===== src/rtl/itb_pkg.sv =====
package itb_pkg;

    // Control word layout (bit positions are decoded by the channel logic)
    localparam int CTL_W       = 8;
    localparam int CTL_EN_BIT  = 0;
    localparam int CTL_RL_BIT  = 1;
    localparam int SRC_LSB     = 2;
    localparam int SRC_W       = 2;
    localparam int PSC_LSB     = 4;
    localparam int PSC_W       = 3;
    localparam int CTL_MODE_BIT = 7;

    // Prescale phase counter wide enough for the largest divisor
    localparam int PHASE_W     = (1 << PSC_W) - 1;

    // Control value after reset: source 1, divide-by-1, stopped
    localparam logic [CTL_W-1:0] CTL_RESET = 8'h04;

    typedef enum logic {
        CH_STOPPED,
        CH_RUNNING
    } ch_state_e;

    typedef enum logic [2:0] {
        RD_NONE,
        RD_IEN,
        RD_IST,
        RD_CTL,
        RD_IVL,
        RD_CNT
    } rd_kind_e;

endpackage


===== src/rtl/itb_decode.sv =====
module itb_decode
    import itb_pkg::*;
#(
    parameter int NUM_CH   = 6,
    parameter int ADDR_W   = 10,
    parameter int CH_IDX_W = 3
) (
    input  logic                bus_wr,
    input  logic [ADDR_W-1:0]   bus_addr,
    output logic                ien_we,
    output logic                ist_we,
    output logic [NUM_CH-1:0]   ctl_we,
    output logic [NUM_CH-1:0]   ivl_we,
    output logic [NUM_CH-1:0]   cnt_we,
    output rd_kind_e            rd_kind,
    output logic [CH_IDX_W-1:0] rd_ch
);

    logic       hi_zero;
    logic [3:0] win;
    logic [3:0] off;
    logic       win_ok;
    logic       glob_ok;

    assign hi_zero = (bus_addr[ADDR_W-1:8] == '0);
    assign win     = bus_addr[7:4];
    assign off     = bus_addr[3:0];
    assign glob_ok = hi_zero && (win == 4'd0);
    assign win_ok  = hi_zero && (win != 4'd0) && (32'(win) <= NUM_CH);

    assign ien_we  = bus_wr && glob_ok && (off == 4'h0);
    assign ist_we  = bus_wr && glob_ok && (off == 4'h4);
    assign rd_ch   = CH_IDX_W'(win - 4'd1);

    for (genvar c = 0; c < NUM_CH; c++) begin : g_we
        logic hit;
        assign hit       = bus_wr && hi_zero && (win == 4'(c + 1));
        assign ctl_we[c] = hit && (off == 4'h0);
        assign ivl_we[c] = hit && (off == 4'h4);
        assign cnt_we[c] = hit && (off == 4'h8);
    end

    always_comb begin
        rd_kind = RD_NONE;
        if (glob_ok) begin
            unique case (off)
                4'h0:    rd_kind = RD_IEN;
                4'h4:    rd_kind = RD_IST;
                default: rd_kind = RD_NONE;
            endcase
        end else if (win_ok) begin
            unique case (off)
                4'h0:    rd_kind = RD_CTL;
                4'h4:    rd_kind = RD_IVL;
                4'h8:    rd_kind = RD_CNT;
                default: rd_kind = RD_NONE;
            endcase
        end
    end

endmodule


===== src/rtl/itb_prescaler.sv =====
module itb_prescaler
    import itb_pkg::*;
#(
    parameter int NUM_SRC = 4
) (
    input  logic               clk,
    input  logic               rst_n,
    input  logic               run,
    input  logic               restart,
    input  logic [NUM_SRC-1:0] src_tick,
    input  logic [SRC_W-1:0]   src_sel,
    input  logic [PSC_W-1:0]   psc_exp,
    output logic               tick
);

    logic [PHASE_W-1:0] phase_q;
    logic [PHASE_W-1:0] mask;
    logic               src_hit;

    assign src_hit = src_tick[src_sel];
    assign mask    = PHASE_W'((32'd1 << psc_exp) - 32'd1);
    assign tick    = run && src_hit && ((phase_q & mask) == mask);

    always_ff @(posedge clk or negedge rst_n) begin
        if (!rst_n) begin
            phase_q <= '0;
        end else if (restart) begin
            phase_q <= '0;
        end else if (run && src_hit) begin
            phase_q <= phase_q + 1'b1;
        end
    end

endmodule


===== src/rtl/itb_channel.sv =====
module itb_channel
    import itb_pkg::*;
#(
    parameter int NUM_SRC = 4,
    parameter int CNT_W   = 32
) (
    input  logic               clk,
    input  logic               rst_n,
    input  logic               ctl_we,
    input  logic               ivl_we,
    input  logic               cnt_we,
    input  logic [CNT_W-1:0]   wval,
    input  logic [NUM_SRC-1:0] src_tick,
    output logic [CTL_W-1:0]   ctl_q,
    output logic [CNT_W-1:0]   ivl_q,
    output logic [CNT_W-1:0]   cnt_q,
    output logic               expire,
    output logic               running,
    output logic               oneshot
);

    ch_state_e        state_q;
    ch_state_e        state_d;
    logic [CTL_W-1:0] ctl_d;
    logic [CNT_W-1:0] cnt_d;
    logic [CTL_W-1:0] ctl_wval;
    logic             tick;
    logic             at_end;

    assign ctl_wval = wval[CTL_W-1:0];
    assign running  = (state_q == CH_RUNNING);
    assign oneshot  = ctl_q[CTL_MODE_BIT];
    assign at_end   = (cnt_q <= CNT_W'(1));

    itb_prescaler #(
        .NUM_SRC (NUM_SRC)
    ) u_psc (
        .clk      (clk),
        .rst_n    (rst_n),
        .run      (running),
        .restart  (ctl_we),
        .src_tick (src_tick),
        .src_sel  (ctl_q[SRC_LSB +: SRC_W]),
        .psc_exp  (ctl_q[PSC_LSB +: PSC_W]),
        .tick     (tick)
    );

    // State register
    always_ff @(posedge clk or negedge rst_n) begin
        if (!rst_n) begin
            state_q <= CH_STOPPED;
        end else begin
            state_q <= state_d;
        end
    end

    // Next state: START, HALT, WRAP, SHOT_DONE
    always_comb begin
        state_d = state_q;
        if (ctl_we) begin
            state_d = ctl_wval[CTL_EN_BIT] ? CH_RUNNING : CH_STOPPED;
        end else if (!cnt_we) begin
            unique case (state_q)
                CH_RUNNING: begin
                    if (tick && at_end && oneshot) begin
                        state_d = CH_STOPPED;
                    end
                end
                CH_STOPPED: state_d = CH_STOPPED;
                default:    state_d = CH_STOPPED;
            endcase
        end
    end

    // Outputs and datapath next values
    always_comb begin
        ctl_d  = ctl_q;
        cnt_d  = cnt_q;
        expire = 1'b0;
        if (ctl_we) begin
            ctl_d = ctl_wval;
            if (ctl_wval[CTL_RL_BIT]) begin
                cnt_d = ivl_q;
            end
        end else if (cnt_we) begin
            cnt_d = wval;
        end else begin
            unique case (state_q)
                CH_RUNNING: begin
                    if (tick) begin
                        if (at_end) begin
                            expire = 1'b1;
                            if (oneshot) begin
                                cnt_d             = '0;
                                ctl_d[CTL_EN_BIT] = 1'b0;
                            end else begin
                                cnt_d = ivl_q;
                            end
                        end else begin
                            cnt_d = cnt_q - 1'b1;
                        end
                    end
                end
                CH_STOPPED: cnt_d = cnt_q;
                default:    cnt_d = cnt_q;
            endcase
        end
    end

    always_ff @(posedge clk or negedge rst_n) begin
        if (!rst_n) begin
            ctl_q <= CTL_RESET;
            cnt_q <= '0;
            ivl_q <= '0;
        end else begin
            ctl_q <= ctl_d;
            cnt_q <= cnt_d;
            if (ivl_we) begin
                ivl_q <= wval;
            end
        end
    end

endmodule


===== src/rtl/itb_irq.sv =====
module itb_irq #(
    parameter int NUM_CH = 6
) (
    input  logic              clk,
    input  logic              rst_n,
    input  logic              ien_we,
    input  logic              ist_we,
    input  logic [NUM_CH-1:0] wbits,
    input  logic [NUM_CH-1:0] expire,
    output logic [NUM_CH-1:0] ien_q,
    output logic [NUM_CH-1:0] ist_q,
    output logic [NUM_CH-1:0] irq
);

    logic [NUM_CH-1:0] clr_mask;

    assign clr_mask = ist_we ? wbits : '0;
    assign irq      = ist_q & ien_q;

    always_ff @(posedge clk or negedge rst_n) begin
        if (!rst_n) begin
            ien_q <= '0;
            ist_q <= '0;
        end else begin
            if (ien_we) begin
                ien_q <= wbits;
            end
            ist_q <= (ist_q & ~clr_mask) | expire;
        end
    end

endmodule


===== src/rtl/itimer_bank.sv =====
module itimer_bank
    import itb_pkg::*;
#(
    parameter int NUM_CH  = 6,
    parameter int NUM_SRC = 4,
    parameter int ADDR_W  = 10,
    parameter int DATA_W  = 32
) (
    input  logic               clk,
    input  logic               rst_n,
    input  logic               bus_wr,
    input  logic [ADDR_W-1:0]  bus_addr,
    input  logic [DATA_W-1:0]  bus_wdata,
    output logic [DATA_W-1:0]  bus_rdata,
    input  logic [NUM_SRC-1:0] src_tick,
    output logic [NUM_CH-1:0]  irq
);

    localparam int CNT_W    = DATA_W;
    localparam int CH_IDX_W = (NUM_CH > 1) ? $clog2(NUM_CH) : 1;

    logic              ien_we;
    logic              ist_we;
    logic [NUM_CH-1:0] ctl_we;
    logic [NUM_CH-1:0] ivl_we;
    logic [NUM_CH-1:0] cnt_we;
    rd_kind_e          rd_kind;
    logic [CH_IDX_W-1:0] rd_ch;

    logic [NUM_CH-1:0] exp_w;
    logic [NUM_CH-1:0] run_w;
    logic [NUM_CH-1:0] mode_w;
    logic [NUM_CH-1:0] ien_w;
    logic [NUM_CH-1:0] ist_w;

    logic [CTL_W-1:0]  ctl_arr [NUM_CH];
    logic [CNT_W-1:0]  ivl_arr [NUM_CH];
    logic [CNT_W-1:0]  cnt_arr [NUM_CH];

    itb_decode #(
        .NUM_CH   (NUM_CH),
        .ADDR_W   (ADDR_W),
        .CH_IDX_W (CH_IDX_W)
    ) u_dec (
        .bus_wr   (bus_wr),
        .bus_addr (bus_addr),
        .ien_we   (ien_we),
        .ist_we   (ist_we),
        .ctl_we   (ctl_we),
        .ivl_we   (ivl_we),
        .cnt_we   (cnt_we),
        .rd_kind  (rd_kind),
        .rd_ch    (rd_ch)
    );

    for (genvar c = 0; c < NUM_CH; c++) begin : g_ch
        itb_channel #(
            .NUM_SRC (NUM_SRC),
            .CNT_W   (CNT_W)
        ) u_ch (
            .clk      (clk),
            .rst_n    (rst_n),
            .ctl_we   (ctl_we[c]),
            .ivl_we   (ivl_we[c]),
            .cnt_we   (cnt_we[c]),
            .wval     (bus_wdata),
            .src_tick (src_tick),
            .ctl_q    (ctl_arr[c]),
            .ivl_q    (ivl_arr[c]),
            .cnt_q    (cnt_arr[c]),
            .expire   (exp_w[c]),
            .running  (run_w[c]),
            .oneshot  (mode_w[c])
        );
    end

    itb_irq #(
        .NUM_CH (NUM_CH)
    ) u_irq (
        .clk    (clk),
        .rst_n  (rst_n),
        .ien_we (ien_we),
        .ist_we (ist_we),
        .wbits  (bus_wdata[NUM_CH-1:0]),
        .expire (exp_w),
        .ien_q  (ien_w),
        .ist_q  (ist_w),
        .irq    (irq)
    );

    always_comb begin
        bus_rdata = '0;
        unique case (rd_kind)
            RD_IEN:  bus_rdata = DATA_W'(ien_w);
            RD_IST:  bus_rdata = DATA_W'(ist_w);
            RD_CTL:  bus_rdata = DATA_W'(ctl_arr[rd_ch]);
            RD_IVL:  bus_rdata = ivl_arr[rd_ch];
            RD_CNT:  bus_rdata = cnt_arr[rd_ch];
            default: bus_rdata = '0;
        endcase
    end

endmodule


===== config.mk =====
export PLATFORM = sky130hd
export DESIGN_NAME = itimer_bank
export DESIGN_NICKNAME = d
export VERILOG_FILES = /design/src/rtl/itb_pkg.sv /design/src/rtl/itb_decode.sv /design/src/rtl/itb_prescaler.sv /design/src/rtl/itb_channel.sv /design/src/rtl/itb_irq.sv /design/src/rtl/itimer_bank.sv
export SDC_FILE = /design/constraint.sdc
export NUM_CORES = 2
export LEC_CHECK = 0
export ABC_AREA = 1
export BUFFER_PORTS_ARGS = -buffer_cell sky130_fd_sc_hd__buf_2
export CORE_MARGIN = 8
export CORE_UTILIZATION = 40
export DETAILED_ROUTE_END_ITERATION = 8
export HOLD_SLACK_MARGIN = 0.08
export PLACE_DENSITY = 0.51
export RECOVER_POWER = 50
export SYNTH_ARGS = -nofsm -noshare
export SYNTH_HDL_FRONTEND = slang
export SYNTH_SLANG_ARGS = --single-unit
export TNS_END_PERCENT = 10

===== constraint.sdc =====
create_clock -name clk -period 7.1 [get_ports clk]
set_clock_uncertainty 0.05 [all_clocks]
set_input_delay 1.42 -clock clk [delete_from_list [all_inputs] [get_ports clk]]
set_output_delay 1.42 -clock clk [all_outputs]
set_load 0.005 [all_outputs]

==> impl_metrics.env <==
export IMPL_status="finished, violations left"
export IMPL_violations="capacitance limit, slew limit"
export IMPL_ff2ff_path_depth=10
export IMPL_ys_async_sr_fraction=1.00
export IMPL_wire_per_inst_um=26.0
export IMPL_cts_max_level=3
export IMPL_finalHoldViolCount=0
export IMPL_syn_cell_area_sq_um=34800
export IMPL_critPathLaunchType="input port"
export IMPL_grt_pass1_vias=34500
export IMPL_grt_pass1_wl_mm=252
export IMPL_setup_viol_count_final=0
export IMPL_ctsResizeCount=0
export IMPL_final_util=0.442
export IMPL_clkPwrFrac=0.388
export IMPL_clkTransAtPathRegs_ps=50
export IMPL_die_area_sq_um=96800
export IMPL_irDropWorstVdd_uv=212
export IMPL_maxSlewHeadroom=-2.31
export IMPL_power_internal_uw=5670
export IMPL_sw_frac_of_total=0.364
export IMPL_core_rowCount=108
export IMPL_clk_root_buffer_cell="clkbuf_16"
export IMPL_ant_nets=0
export IMPL_grt_max_degree=154
export IMPL_die_w_um=311
export IMPL_hold_class="reg2reg"
export IMPL_rsz0062_at_grt="false"
export IMPL_core_sq_um=86500
export IMPL_powerDensity_nw_per_um2=233
export IMPL_critPathMaxFanout=52
export IMPL_synth_main_ff_cell="dfrtp_1"
export IMPL_fin_nets=5558
export IMPL_overflow=0
export IMPL_syn_inst=5556
export IMPL_synthToLayoutAreaGrowth_pct=9.71
export IMPL_worstPathArrival_ps=4710
export IMPL_whs_ps=411
export IMPL_boundaryPins=87
export IMPL_routed_via_density=5.73
export IMPL_place_gp_congestion=0.999
export IMPL_worstMarginPinSlew_ps=4960
export IMPL_start_util=0.403
export IMPL_clock_latency_ps=640
export IMPL_p_leak_uw=0.0186
export IMPL_finalCritPeriodShare=0.870
export IMPL_cts_tree="yes"
export IMPL_tns_ps=0
export IMPL_post_cts_buffers=0
export IMPL_setup_ws_ps=920
export IMPL_cts_sinks=492
export IMPL_avgSynthCellArea_sq_um=6.27
export IMPL_cap_violations=4
export IMPL_max_freq_ghz=0.162
export IMPL_critPathRequiredTime_ps=5630
export IMPL_whs_path_depth=1
export IMPL_synth_largest_area_cell="dfrtp_1"
export IMPL_ys_types=49
export IMPL_yosys_area_top_type_share=0.349
export IMPL_combPwrFrac=0.253
export IMPL_post_dp_cell_area_sq_um=36100
export IMPL_num_vias=38300
export IMPL_worstSetupPathType="in2out"
export IMPL_io_buffers=86
export IMPL_synth_common_cells="nand2_1 (1,681), nor2_1 (855), o21ai_0 (728)"
export IMPL_period_minus_slack_ps=6180
export IMPL_ys_top_cells_by_area="dfrtp_1 (35%), nand2_1 (18%), o21ai_0 (10%)"
export IMPL_dpl_worst_slack_ps=967
export IMPL_yosys_register_bits=492
export IMPL_layout_drive_gt1_share=0.0577
export IMPL_grt_usage=0.349
export IMPL_worstReg2RegEnd="g_ch[1].u_ch.cnt_q[17]"
export IMPL_routed_wirelength_mm=174
export IMPL_post_synth_top_count_cell="nand2_1"
export IMPL_rrSetupSlack_ps=3580
export IMPL_die_height_um=311
export IMPL_design_area_sq_um=38200
export IMPL_antenna_found_initial=8
export IMPL_slew_viol_final=200
export IMPL_synth_enable_flop_cells=0
export IMPL_critPathCapture="bus_rdata[8]"
export IMPL_yosysWarnings=0
export IMPL_cts_hold_buf=0
export IMPL_cts_buffers=66
export IMPL_hpwl_mm=130
export IMPL_seq_area_frac_synth=0.354
export IMPL_crit_start="bus_addr[4]"
export IMPL_worst_setup_path_end_kind="output pin"
export IMPL_pwr_share_seq=0.359
export IMPL_firstDrtPassIters=6
export IMPL_reg2reg_from="g_ch[1].u_ch.cnt_q[0]"
export IMPL_drcViolationCount=0
export IMPL_synth_net_count=5628
export IMPL_drt_iter0_drc=5133
export IMPL_ctsLongestPathBuffers=3
export IMPL_p_sw_uw=3250
-- worst max-delay path, stage by stage --
cell      delay [ps]
buf_8            300
clkinv_2         200
ha_1             280
nand2_1           80
nand4_1          160
a21oi_2          420
nand3_1          580
inv_2            610
nand2_1           80
o21ai_0          120
nand2_1           80
nand2_1          190
buf_2            160
-- cells in the final DEF (no fill, tap or decap), types with 68 or more instances in the layout --
master	count
a21oi_1	337
clkbuf_16	68
nor2_1	855
xor2_1	79
nand2_1	1679
dfrtp_1	486
o21ai_0	728
buf_2	84
nand3_1	322
inv_1	410
-- state kept, by name, summed over array words and instances (netlist names) --
signal,count
g_ch.u_ch.cnt_q,192
g_ch.u_ch.ivl_q,192
g_ch.u_ch.ctl_q,48
g_ch.u_ch.u_psc.phase_q,42
g_ch.u_ch.running,6
u_irq.ien_q,6
u_irq.ist_q,6
-- how the worst min path moves through the flow --
stage                               endpoint  slack (ps)                           from
6_report       g_ch[2].u_ch.u_psc.phase_q[6]         410  g_ch[2].u_ch.u_psc.phase_q[6]
5_1_grt        g_ch[2].u_ch.u_psc.phase_q[6]         450  g_ch[2].u_ch.u_psc.phase_q[6]
4_1_cts        g_ch[2].u_ch.u_psc.phase_q[6]         410  g_ch[2].u_ch.u_psc.phase_q[6]
3_5_place_dp   g_ch[0].u_ch.u_psc.phase_q[6]         410  g_ch[0].u_ch.u_psc.phase_q[6]
3_3_place_gp   g_ch[0].u_ch.u_psc.phase_q[6]         400  g_ch[0].u_ch.u_psc.phase_q[6]
2_1_floorplan  g_ch[0].u_ch.u_psc.phase_q[6]         380  g_ch[0].u_ch.u_psc.phase_q[6]
-- power groups by stage --
stage | Combinational (uW) | Sequential (uW) | Clock [uW]
final | 2260 | 3200 | 3460
after global routing | 2500 | 3220 | 3600
after CTS | 2200 | 3190 | 3500
after detailed placement | 2190 | 3240 | 0
after global placement | 2180 | 3240 | 0
after floorplan | 1460 | 3140 | 0
-- through the flow --
| stage | total power [uW] | instances |
|---|---|---|
| 6_report | 8920 | 6693 |
| 2_1_floorplan | 4600 | 5556 |
| 5_1_grt | 9320 | 6688 |
| 4_1_cts | 8890 | 6688 |
| 3_5_place_dp | 5430 | 6573 |
| 3_3_place_gp | 5430 | 6573 |
-- kinds of logic (layout without fill, tap and decap cells) --
| logic type | after synthesis | after routing | share of synthesized area |
|---|---|---|---|
| AOI/OAI and AO/OA | 1220 | 1220 | 0.184 |
| and+or+nand+nor | 3001 | 3001 | 0.347 |
| muxes | 3 | 3 | 0.000862 |
| xor gates and xnor gates | 101 | 101 | 0.0254 |
| DFF | 492 | 492 | 0.354 |
| buffers and inverters | 716 | 693 | 0.0809 |
| adders and majority gates | 23 | 23 | 0.00826 |
| other | 0 | 5 | 0 |
-- layout make-up --
type                       count  area [sq um]
antenna                        5          12.5
sequential                   492         12300
clock inverter                19           241
tap                         1155          1450
multi-input combinational   4348         19700
clock buffer                  96          1930
fill                        9323         48300
timing repair buffer         140           915
inverter                     438          1650
-- routing by layer --
metal  global-route usage  wire length, um
met5                    0               20
met1                0.510            77800
met2                0.484            69700
met4                0.160             9350
met3               0.0752            17400
No activity file was read; power rests on OpenSTA's default activity.
